**config.mk**
```make
export PLATFORM = sky130hd
export DESIGN_NAME = cap_timer
export DESIGN_NICKNAME = d
export VERILOG_FILES = /design/src/rtl/cap_pkg.sv /design/src/rtl/cap_presc.sv /design/src/rtl/cap_edge.sv /design/src/rtl/cap_core.sv /design/src/rtl/cap_timer.sv
export SDC_FILE = /design/constraint.sdc
export NUM_CORES = 1
export LEC_CHECK = 0
export ABC_AREA = 1
export ABC_CLOCK_PERIOD_IN_PS = 1900
export BUFFER_PORTS_ARGS = -buffer_cell sky130_fd_sc_hd__clkbuf_2
export CORE_ASPECT_RATIO = 0.5
export CORE_UTILIZATION = 53
export CTS_BUF_LIST = sky130_fd_sc_hd__clkbuf_4
export DETAILED_ROUTE_END_ITERATION = 6
export PLACE_DENSITY = 0.87
export SLEW_MARGIN = 20
export SYNTH_ARGS = -nofsm -noshare
export SYNTH_HDL_FRONTEND = slang
export SYNTH_HIERARCHICAL = 1
export SYNTH_SLANG_ARGS = --single-unit
```
**constraint.sdc**
```tcl
create_clock -name clk -period 1.9 [get_ports clk]
set_input_delay 0.38 -clock clk [delete_from_list [all_inputs] [get_ports clk]]
set_output_delay 0.38 -clock clk [all_outputs]
set_load 0.03 [all_outputs]
```
**src/rtl/cap_pkg.sv**
```systemverilog
package cap_pkg;

    localparam int DATA_W = 8;
    localparam int ADDR_W = 2;
    localparam int RATE_W = 3;
    localparam int TRIG_W = 2;

    localparam logic [ADDR_W-1:0] A_CTRL = 2'd0;
    localparam logic [ADDR_W-1:0] A_CAPT = 2'd1;
    localparam logic [ADDR_W-1:0] A_STAT = 2'd2;
    localparam logic [ADDR_W-1:0] A_LIVE = 2'd3;

    typedef enum logic [TRIG_W-1:0] {
        TRG_FALL_PERIOD = 2'b00,
        TRG_RISE_PERIOD = 2'b01,
        TRG_HIGH_WIDTH  = 2'b10,
        TRG_LOW_WIDTH   = 2'b11
    } trig_e;

    typedef enum logic [1:0] {
        PH_ARM  = 2'd0,
        PH_RUN  = 2'd1,
        PH_HOLD = 2'd2
    } phase_e;

    typedef struct packed {
        logic              en;
        logic [RATE_W-1:0] rate;
        trig_e             trig;
    } ctrl_t;

    typedef struct packed {
        logic rise;
        logic fall;
    } edge_t;

    function automatic logic is_period(trig_e t);
        return (t == TRG_FALL_PERIOD) || (t == TRG_RISE_PERIOD);
    endfunction

    function automatic logic start_hit(trig_e t, edge_t e);
        case (t)
            TRG_FALL_PERIOD: return e.fall;
            TRG_RISE_PERIOD: return e.rise;
            TRG_HIGH_WIDTH:  return e.rise;
            default:         return e.fall;
        endcase
    endfunction

    function automatic logic stop_hit(trig_e t, edge_t e);
        case (t)
            TRG_FALL_PERIOD: return e.fall;
            TRG_RISE_PERIOD: return e.rise;
            TRG_HIGH_WIDTH:  return e.fall;
            default:         return e.rise;
        endcase
    endfunction

endpackage

```
**src/rtl/cap_presc.sv**
```systemverilog
module cap_presc
    import cap_pkg::*;
#(
    parameter int PRE_W = 8
) (
    input  logic              clk,
    input  logic              rst,
    input  logic              run,
    input  logic [RATE_W-1:0] rate,
    output logic              tick
);
    logic [PRE_W-1:0] div_q;
    logic [PRE_W-1:0] mask;

    always_ff @(posedge clk) begin
        if (rst || !run) div_q <= '0;
        else             div_q <= div_q + 1'b1;
    end

    // divider 2^(PRE_W-rate): low (PRE_W-rate) bits all ones
    assign mask = {PRE_W{1'b1}} >> rate;
    assign tick = run && ((div_q & mask) == mask);

    // tick period is at least two clocks
    p_tick_spaced_r2: assert property (@(posedge clk) disable iff (rst)
        tick |=> !tick);

endmodule

```
**src/rtl/cap_edge.sv**
```systemverilog
module cap_edge
    import cap_pkg::*;
#(
    parameter int SYNC_N = 2
) (
    input  logic  clk,
    input  logic  rst,
    input  logic  din,
    output edge_t ed
);
    logic [SYNC_N-1:0] chain;
    logic              last_q;

    always_ff @(posedge clk) begin
        if (rst) chain[0] <= 1'b0;
        else     chain[0] <= din;
    end

    generate
        for (genvar i = 1; i < SYNC_N; i++) begin : g_stage
            always_ff @(posedge clk) begin
                if (rst) chain[i] <= 1'b0;
                else     chain[i] <= chain[i-1];
            end
        end
    endgenerate

    always_ff @(posedge clk) begin
        if (rst) last_q <= 1'b0;
        else     last_q <= chain[SYNC_N-1];
    end

    assign ed.rise = chain[SYNC_N-1] & ~last_q;
    assign ed.fall = ~chain[SYNC_N-1] & last_q;

    // a detected edge never reports both polarities
    p_edge_excl_r11: assert property (@(posedge clk) disable iff (rst)
        !(ed.rise && ed.fall));

endmodule

```
**src/rtl/cap_core.sv**
```systemverilog
module cap_core
    import cap_pkg::*;
#(
    parameter int CNT_W = 8
) (
    input  logic             clk,
    input  logic             rst,
    input  ctrl_t            ctrl,
    input  logic             tick,
    input  edge_t            ed,
    input  logic             clr_done,
    input  logic             clr_ovf,
    input  logic             cnt_wr,
    input  logic [CNT_W-1:0] cnt_wdata,
    output logic [CNT_W-1:0] live_cnt,
    output logic [CNT_W-1:0] capt,
    output logic             done,
    output logic             ovf
);
    localparam logic [CNT_W-1:0] CNT_MAX = {CNT_W{1'b1}};

    typedef struct packed {
        phase_e           phase;
        logic [CNT_W-1:0] cnt;
        logic [CNT_W-1:0] capt;
        logic             done;
        logic             ovf;
    } core_t;

    core_t cur, nxt;
    logic [CNT_W-1:0] cnt_step;
    logic             sat_hit, go, halt, set_done;

    assign sat_hit  = tick && (cur.cnt == CNT_MAX);
    assign cnt_step = !tick ? cur.cnt : (sat_hit ? CNT_MAX : cur.cnt + 1'b1);
    assign go       = start_hit(ctrl.trig, ed);
    assign halt     = stop_hit(ctrl.trig, ed);

    always_comb begin
        nxt      = cur;
        set_done = 1'b0;
        if (!ctrl.en) begin
            nxt.phase = PH_ARM;
        end else begin
            case (cur.phase)
                PH_ARM: begin
                    if (go) nxt.phase = PH_RUN;
                end
                PH_RUN: begin
                    nxt.cnt = cnt_step;
                    if (sat_hit) nxt.ovf = 1'b1;
                    if (halt) begin
                        if (!cur.done) begin
                            nxt.capt = cnt_step;
                            set_done = 1'b1;
                        end
                        if (is_period(ctrl.trig)) nxt.cnt = '0;
                        else                      nxt.phase = PH_HOLD;
                    end
                end
                PH_HOLD: begin
                    if (!cur.done) nxt.phase = PH_ARM;
                end
                default: nxt.phase = PH_ARM;
            endcase
        end
        if (cnt_wr)   nxt.cnt  = cnt_wdata;
        if (clr_ovf)  nxt.ovf  = 1'b0;
        if (clr_done) nxt.done = 1'b0;
        if (set_done) nxt.done = 1'b1;
    end

    always_ff @(posedge clk) begin
        if (rst) cur <= '0;
        else     cur <= nxt;
    end

    assign live_cnt = cur.cnt;
    assign capt     = cur.capt;
    assign done     = cur.done;
    assign ovf      = cur.ovf;

    // done flag holds until firmware clears it
    p_done_hold_r6: assert property (@(posedge clk) disable iff (rst)
        cur.done && !clr_done |=> cur.done);

    // capture word frozen while the flag is set
    p_capt_frozen_r7: assert property (@(posedge clk) disable iff (rst)
        cur.done |=> $stable(cur.capt));

    // disabled timer neither counts nor arms
    p_idle_off_r8: assert property (@(posedge clk) disable iff (rst)
        !ctrl.en && !cnt_wr |=> $stable(cur.cnt) && (cur.phase == PH_ARM));

    // overflow bit is sticky
    p_ovf_sticky_r9: assert property (@(posedge clk) disable iff (rst)
        cur.ovf && !clr_ovf |=> cur.ovf);

    // held count stays frozen in the hold phase
    p_hold_frozen_r3: assert property (@(posedge clk) disable iff (rst)
        cur.phase == PH_HOLD && !cnt_wr |=> $stable(cur.cnt));

endmodule

```
**src/rtl/cap_timer.sv**
```systemverilog
module cap_timer
    import cap_pkg::*;
#(
    parameter int CNT_W  = 8,
    parameter int PRE_W  = 8,
    parameter int SYNC_N = 2
) (
    input  logic              clk,
    input  logic              rst,
    input  logic [ADDR_W-1:0] reg_addr,
    input  logic              reg_wr,
    input  logic [DATA_W-1:0] reg_wdata,
    output logic [DATA_W-1:0] reg_rdata,
    input  logic              cap_in,
    output logic              irq
);
    ctrl_t            ctrl_q;
    edge_t            ed;
    logic             tick;
    logic [CNT_W-1:0] live_cnt, capt;
    logic             done, ovf;
    logic             wr_ctrl, wr_capt, wr_stat;

    assign wr_ctrl = reg_wr && (reg_addr == A_CTRL);
    assign wr_capt = reg_wr && (reg_addr == A_CAPT);
    assign wr_stat = reg_wr && (reg_addr == A_STAT);

    always_ff @(posedge clk) begin
        if (rst) begin
            ctrl_q <= '0;
        end else if (wr_ctrl) begin
            ctrl_q.en   <= reg_wdata[7];
            ctrl_q.rate <= reg_wdata[6:4];
            ctrl_q.trig <= trig_e'(reg_wdata[1:0]);
        end
    end

    cap_presc #(.PRE_W(PRE_W)) u_presc (
        .clk  (clk),
        .rst  (rst),
        .run  (ctrl_q.en),
        .rate (ctrl_q.rate),
        .tick (tick)
    );

    cap_edge #(.SYNC_N(SYNC_N)) u_edge (
        .clk (clk),
        .rst (rst),
        .din (cap_in),
        .ed  (ed)
    );

    cap_core #(.CNT_W(CNT_W)) u_core (
        .clk       (clk),
        .rst       (rst),
        .ctrl      (ctrl_q),
        .tick      (tick),
        .ed        (ed),
        .clr_done  (wr_stat && reg_wdata[0]),
        .clr_ovf   (wr_stat && reg_wdata[1]),
        .cnt_wr    (wr_capt),
        .cnt_wdata (reg_wdata[CNT_W-1:0]),
        .live_cnt  (live_cnt),
        .capt      (capt),
        .done      (done),
        .ovf       (ovf)
    );

    always_comb begin
        reg_rdata = '0;
        case (reg_addr)
            A_CTRL: begin
                reg_rdata[7]   = ctrl_q.en;
                reg_rdata[6:4] = ctrl_q.rate;
                reg_rdata[1:0] = ctrl_q.trig;
            end
            A_CAPT:  reg_rdata[CNT_W-1:0] = capt;
            A_STAT:  reg_rdata[1:0] = {ovf, done};
            default: reg_rdata[CNT_W-1:0] = live_cnt;
        endcase
    end

    assign irq = done;

endmodule

```
Word level (Yosys, flattened, before mapping):

Cells that the tools add are included.

* muxes and demuxes: 23
* equal/unequal tests: 12
* reductions and logical operators: 25
* add/sub/neg operators: 2
* shift operators: 1
* bitwise gates (word level): 7

Operators by type and width (count)
* 8-bit two-way mux: 5
* 16-bit two-way mux: 2
* 18-bit two-way mux: 1
* 8-bit by 1-bit adder with 8-bit output, second input constant: 2
* 2-bit one-hot mux with 3 select lines: 2
* 4-bit one-hot mux with 3 select lines: 1
* 2-bit OR reduction: 5
* 8-bit AND: 1
* 8-bit == test: 1
* 8-bit == test, second input constant: 1
* 1-bit two-way mux: 8
* 4-bit AND reduction: 2
* 8-bit by 3-bit right shift with 8-bit output, first input constant: 1
* 1-bit logical AND: 7
* 2-bit by 1-bit == test with 1-bit output, second input constant: 3
* 2-bit == test, second input constant: 3
* 2-bit zero test: 3
* 2-bit two-way mux: 3
* 2-bit nonzero test: 3
* 2-bit by 1-bit inequality test with 1-bit output, second input constant: 2
* 2-bit inequality test, second input constant: 2
* 1-bit NOT: 4
* 2-bit one-hot mux with 2 select lines: 1
* 3-bit AND reduction: 1
* 4 further kinds: 6

* bits of input ports: 14
* flip-flop bits (word level): 37
* output and inout bits: 9

Longest topological paths before layout:

* depth after elaboration: 12
* gate-level depth with buffers: 11

Hierarchy:

Netlist, hierarchy kept.

By module, submodules not included
* cap_core: times used 1, area each 1300.0 um^2, cells each 197
* cap_timer: times used 1, area each 514.2 um^2, cells each 83
* cap_presc: times used 1, area each 425.4 um^2, cells each 66
* cap_edge: times used 1, area each 93.8 um^2, cells each 12

Least setup slack after synthesis:

OpenSTA, ideal clock, no wires.

* kind: register -> register
* from: register ctrl_q[5] in the netlist's numbering
* to: register u_core.cur, in the netlist u_core/live_cnt[5]
* stages on the path, launching flop included: 12
* path slack: 152 ps
* required time: 1772 ps
* period minus slack after synthesis: 1748 ps
* arrival time: 1620 ps
* setup time: 128 ps
* buffers on the path: 0
* path through: dfxtp_1 -> nand2_1 -> a21oi_1 -> nand3_1 -> nor2_1 -> nand2_2 -> nor2_4 -> nand2_1 -> nand2_1 -> nand3_1 -> a21oi_1 -> nor2_1

* cells in the longest elaborated chain, start to end: 9
* elaborated cells between the ends (all ways): 11
* classes of those cells: mux: 7; reduce/logical: 4

RTL lines
* start: declaration: line cap_timer.sv:17 `ctrl_t ctrl_q;`
* 1-bit logical AND *: line cap_presc.sv:22 `assign tick = run && ((div_q & mask) == mask);`
* via tick: line cap_timer.sv:19 `logic tick;`
* 1-bit logical AND: line cap_core.sv:34 `assign sat_hit = tick && (cur.cnt == CNT_MAX);`
* 8-bit two-way mux: line cap_core.sv:35 `assign cnt_step = !tick ? cur.cnt : (sat_hit ? CNT_MAX : cur.cnt + 1'b1);`
* 8-bit two-way mux *: line cap_core.sv:35
* 8-bit two-way mux: line cap_core.sv:57 `if (is_period(ctrl.trig)) nxt.cnt = '0;`
* 18-bit two-way mux *: line cap_core.sv:52 `if (halt) begin`
* 16-bit two-way mux *: line cap_core.sv:45 `case (cur.phase)`
* 16-bit two-way mux *: line cap_core.sv:42 `if (!ctrl.en) begin`
* 8-bit two-way mux *: line cap_core.sv:67 `if (cnt_wr) nxt.cnt = cnt_wdata;`
* end signal: assignment: line cap_core.sv:75 `else cur <= nxt;`
* end: declaration: line cap_core.sv:30 `core_t cur, nxt;`

Mark *: on every way through the listed nets, which the timed path passes. The rest lies on a longest branch. The select of a mux whose other input is x is not followed.
A chain may end at the register's enable or synchronous reset.

Worst setup path in the final report:

* from: register ctrl_q[3] (netlist name)
* to: register u_core.cur, in the netlist u_core/live_cnt[5]

* cells in the longest elaborated chain, start to end: 12

RTL lines
* 8-bit by 3-bit right shift with 8-bit output *: line cap_presc.sv:21 `assign mask = {PRE_W{1'b1}} >> rate;`
* 8-bit AND: line cap_presc.sv:22
* 8-bit == test *: line cap_presc.sv:22
* 1-bit logical AND *: line cap_presc.sv:22
* via tick: line cap_timer.sv:19
* 1-bit logical AND: line cap_core.sv:34
* 8-bit two-way mux: line cap_core.sv:35
* 8-bit two-way mux *: line cap_core.sv:35
* 8-bit two-way mux: line cap_core.sv:57
* 18-bit two-way mux *: line cap_core.sv:52
* 16-bit two-way mux *: line cap_core.sv:45
* 16-bit two-way mux *: line cap_core.sv:42
* 8-bit two-way mux *: line cap_core.sv:67

Marked as above.

==> impl_metrics.tcl <==
set metrics [dict create \
    synthDistinctLibCells 31 \
    syn_inst 358 \
    drt_iter0_drc 210 \
    slowest_delay_ns 0.40 \
    core_um2 4060 \
    final_cells 427 \
    drive_gt1_frac 0.188 \
    gp_congestion 0.951 \
    cts_sinks 37 \
    fp.dieArea_um2 4690 \
    dr.pass1.iters 5 \
    io_pins 23 \
    detail-route-antenna-nets 0 \
    die_x_um 95.8 \
    arrival_ns 2.02 \
    insertion_delay_ns 0.34 \
    grt_use_met1 0.325 \
    cts-root-buf "clkbuf_4" \
    p_leak_nw 1.11 \
    drv_cap 0 \
    drc 0 \
    fmax_mhz 558 \
    async_reset_ff_frac 0 \
    min_period_ns 1.79 \
    yosysSeqAreaShare 0.317 \
    hold_violations 0 \
    syn_avg_cell_area_um2 6.52 \
    dp_cells 416 \
    slew_headroom 0.704 \
    required_ns 2.13 \
    yosysWarnings 6 \
    final.fill_count 363 \
    start_kind "flop" \
    num_rows 16 \
    htreeDepth 2 \
    cpLargestDelayFamily "simple AND/OR/NAND/NOR gates" \
    synth-edff-count 0 \
    vias_per_cell 5.16 \
    grt_usage 0.240 \
    cts_tree "yes" \
    gr-total-overflow 0 \
    powerDensity_nw_per_um2 614 \
    die_h_um 48.9 \
    grt_util_met3 0.0514 \
    port_buffers 22 \
    grt_start_max_net_pins 20 \
    syn_area_um2 2330 \
    finalPower_w 0.00153 \
    cp_max_fo 7 \
    cts_buffer_depth 2 \
    wl_per_cell_um 12.2 \
    crit_slowest_cell "dfxtp_4" \
    start_util 0.574 \
    grt_first_pass_wirelength_um 8760 \
    path_common_cell "nand2_1" \
    top_usage_layer "met2" \
    antenna_found_initial 0 \
    hold_buffers 0 \
    path_buf_inv 1 \
    min_path_type "input pin to flop" \
    endpoint_kind "flop" \
    cts_buffers 5 \
    maxSlewViolCount 0 \
    ys_ff_latch 37 \
    global_route.usage.met2 0.387 \
    dp_hpwl_um 3850 \
    worstMarginPinSlew_ns 0.443 \
    hold-worst-slack_ns 0.223 \
    vdd_ir_drop_max_uv 235 \
    syn2layout_area_growth_pct 6.60 \
    outcome "complete, no violations" \
    diodes 0 \
    timing.final.crit_share 0.944 \
    dr_total_vias 2203 \
    critical_path_class "flop to flop" \
    regArea_um2 754 \
    final_nets 391 \
    ys.flop_type "dfxtp_1" \
    synthesis.nets 377 \
    cts.clk_slew.worst_paths_ns 0.11 \
    fin_skew_ns 0.00801 \
    multi_input_area_um2 1230 \
    grt_pass1_vias 1950 \
    fin_util 0.612 \
    setup_violations 0 \
    routed_wl_um 5210 \
    crit_path_cell_trace "nand2_1, o21bai_1, nand3_1, nor2_1, buf_4, nand2_2, nor2_4, nand2_1, nand2_1, nand3_2, a21oi_2, nor2_1" \
]
==> cells by family after synthesis <==
logic type | Yosys count | synth area share
AOI/OAI and AO/OA | 49 | 0.117
adders and majority gates | 5 | 0.0268
buffers and inverters | 73 | 0.160
DFF | 37 | 0.317
and+or+nand+nor | 194 | 0.378
==> cells in the mapped netlist (3+ instances only) <==
library cell	count	area (µm²)
inv_1	47	176
nor2_4	4	45.0
nor2_1	53	199
inv_2	3	11.3
a21oi_2	4	35.0
a21oi_1	20	100
nand4_1	3	18.8
nor2_2	4	25.0
buf_4	17	128
nand2_1	82	308
ha_1	5	62.6
nand2_2	3	18.8
o21ai_0	19	95.1
dfxtp_1	37	741
nand3_1	36	180
==> tightest hold or removal path, stage by stage <==
cell	delay, ns
clkbuf_2	0.08
inv_1	0.05
nor2_1	0.03
==> metrics by stage <==
| stage | cell area (µm²) | TNS [ns] | setup slack, ns |
|---|---|---|---|
| finish | 2490 | 0 | 0.107 |
| detailed placement | 2360 | 0 | 0.0849 |
| CTS | 2440 | 0 | 0.0425 |
| global route | 2490 | -0.0456 | -0.0337 |
| floorplan | 2330 | 0 | 0.152 |
| global placement | 2360 | 0 | 0.184 |
==> power by group <==
group	total [W]	internal, W	switching, W
logic	0.000166	0.0000568	0.000110
registers	0.000807	0.000789	0.0000182
clock network	0.000553	0.000288	0.000265
==> final timing paths <==
check / from / to / slack [ns] / depth (start not counted)
hold / removal: cap_in / u_edge/chain[0]$_SDFF_PP0_ / 0.22 / 3
setup reg to reg: ctrl_q[3]$_SDFFE_PP0P_ / u_core/live_cnt[5]$_SDFFE_PP0P_ / 0.11 / 12
setup / recovery: ctrl_q[3]$_SDFFE_PP0P_ / u_core/live_cnt[5]$_SDFFE_PP0P_ / 0.11 / 12
hold reg to reg: u_edge/chain[0]$_SDFF_PP0_ / u_edge/chain[1]$_SDFF_PP0_ / 0.42 / 2
==> registers in the layout (all words and copies together), names as in the netlist <==
register	cells
u_core/capt	8
u_core/live_cnt	8
u_presc/div_q	8
ctrl_q	6
u_core/cur	2
u_edge/chain	2
u_core/done	1
u_core/ovf	1
u_edge/last_q	1
==> timing repair <==
| action | CTS | global route |
|---|---|---|
| resized for setup | 0 | 10 |
| endpoints found under the setup margin | 0 | 10 |
| buffers inserted | 0 | 3 |
==> layout by cell type, fill, tap and decap left out, types with 6 or more instances in the layout <==
| cell type | instances |
|---|---|
| a21oi_1 | 19 |
| buf_4 | 7 |
| clkbuf_2 | 22 |
| clkbuf_4 | 6 |
| dfxtp_1 | 32 |
| inv_1 | 47 |
| nand2_1 | 82 |
| nand3_1 | 35 |
| nor2_1 | 53 |
| o21ai_0 | 19 |
==> layout make-up <==
| type | count | share of cell area |
|---|---|---|
| Sequential cell | 37 | 0.303 |
| Inverter | 51 | 0.0790 |
| Clock inverter | 2 | 0.0136 |
| Clock buffer | 6 | 0.0181 |
| Multi-Input combinational cell | 248 | 0.493 |
| Tap cell | 54 | 0.0272 |
| Timing Repair Buffer | 29 | 0.0654 |
==> per-layer routing <==
metal / vias up / part of all wire
met2: 84 / 0.45
met3: 12 / 0.073
li1: 1141 / -
met1: 966 / 0.46
met5: - / 0
met4: 0 / 0.016
No activity file was read; power rests on OpenSTA's default activity.
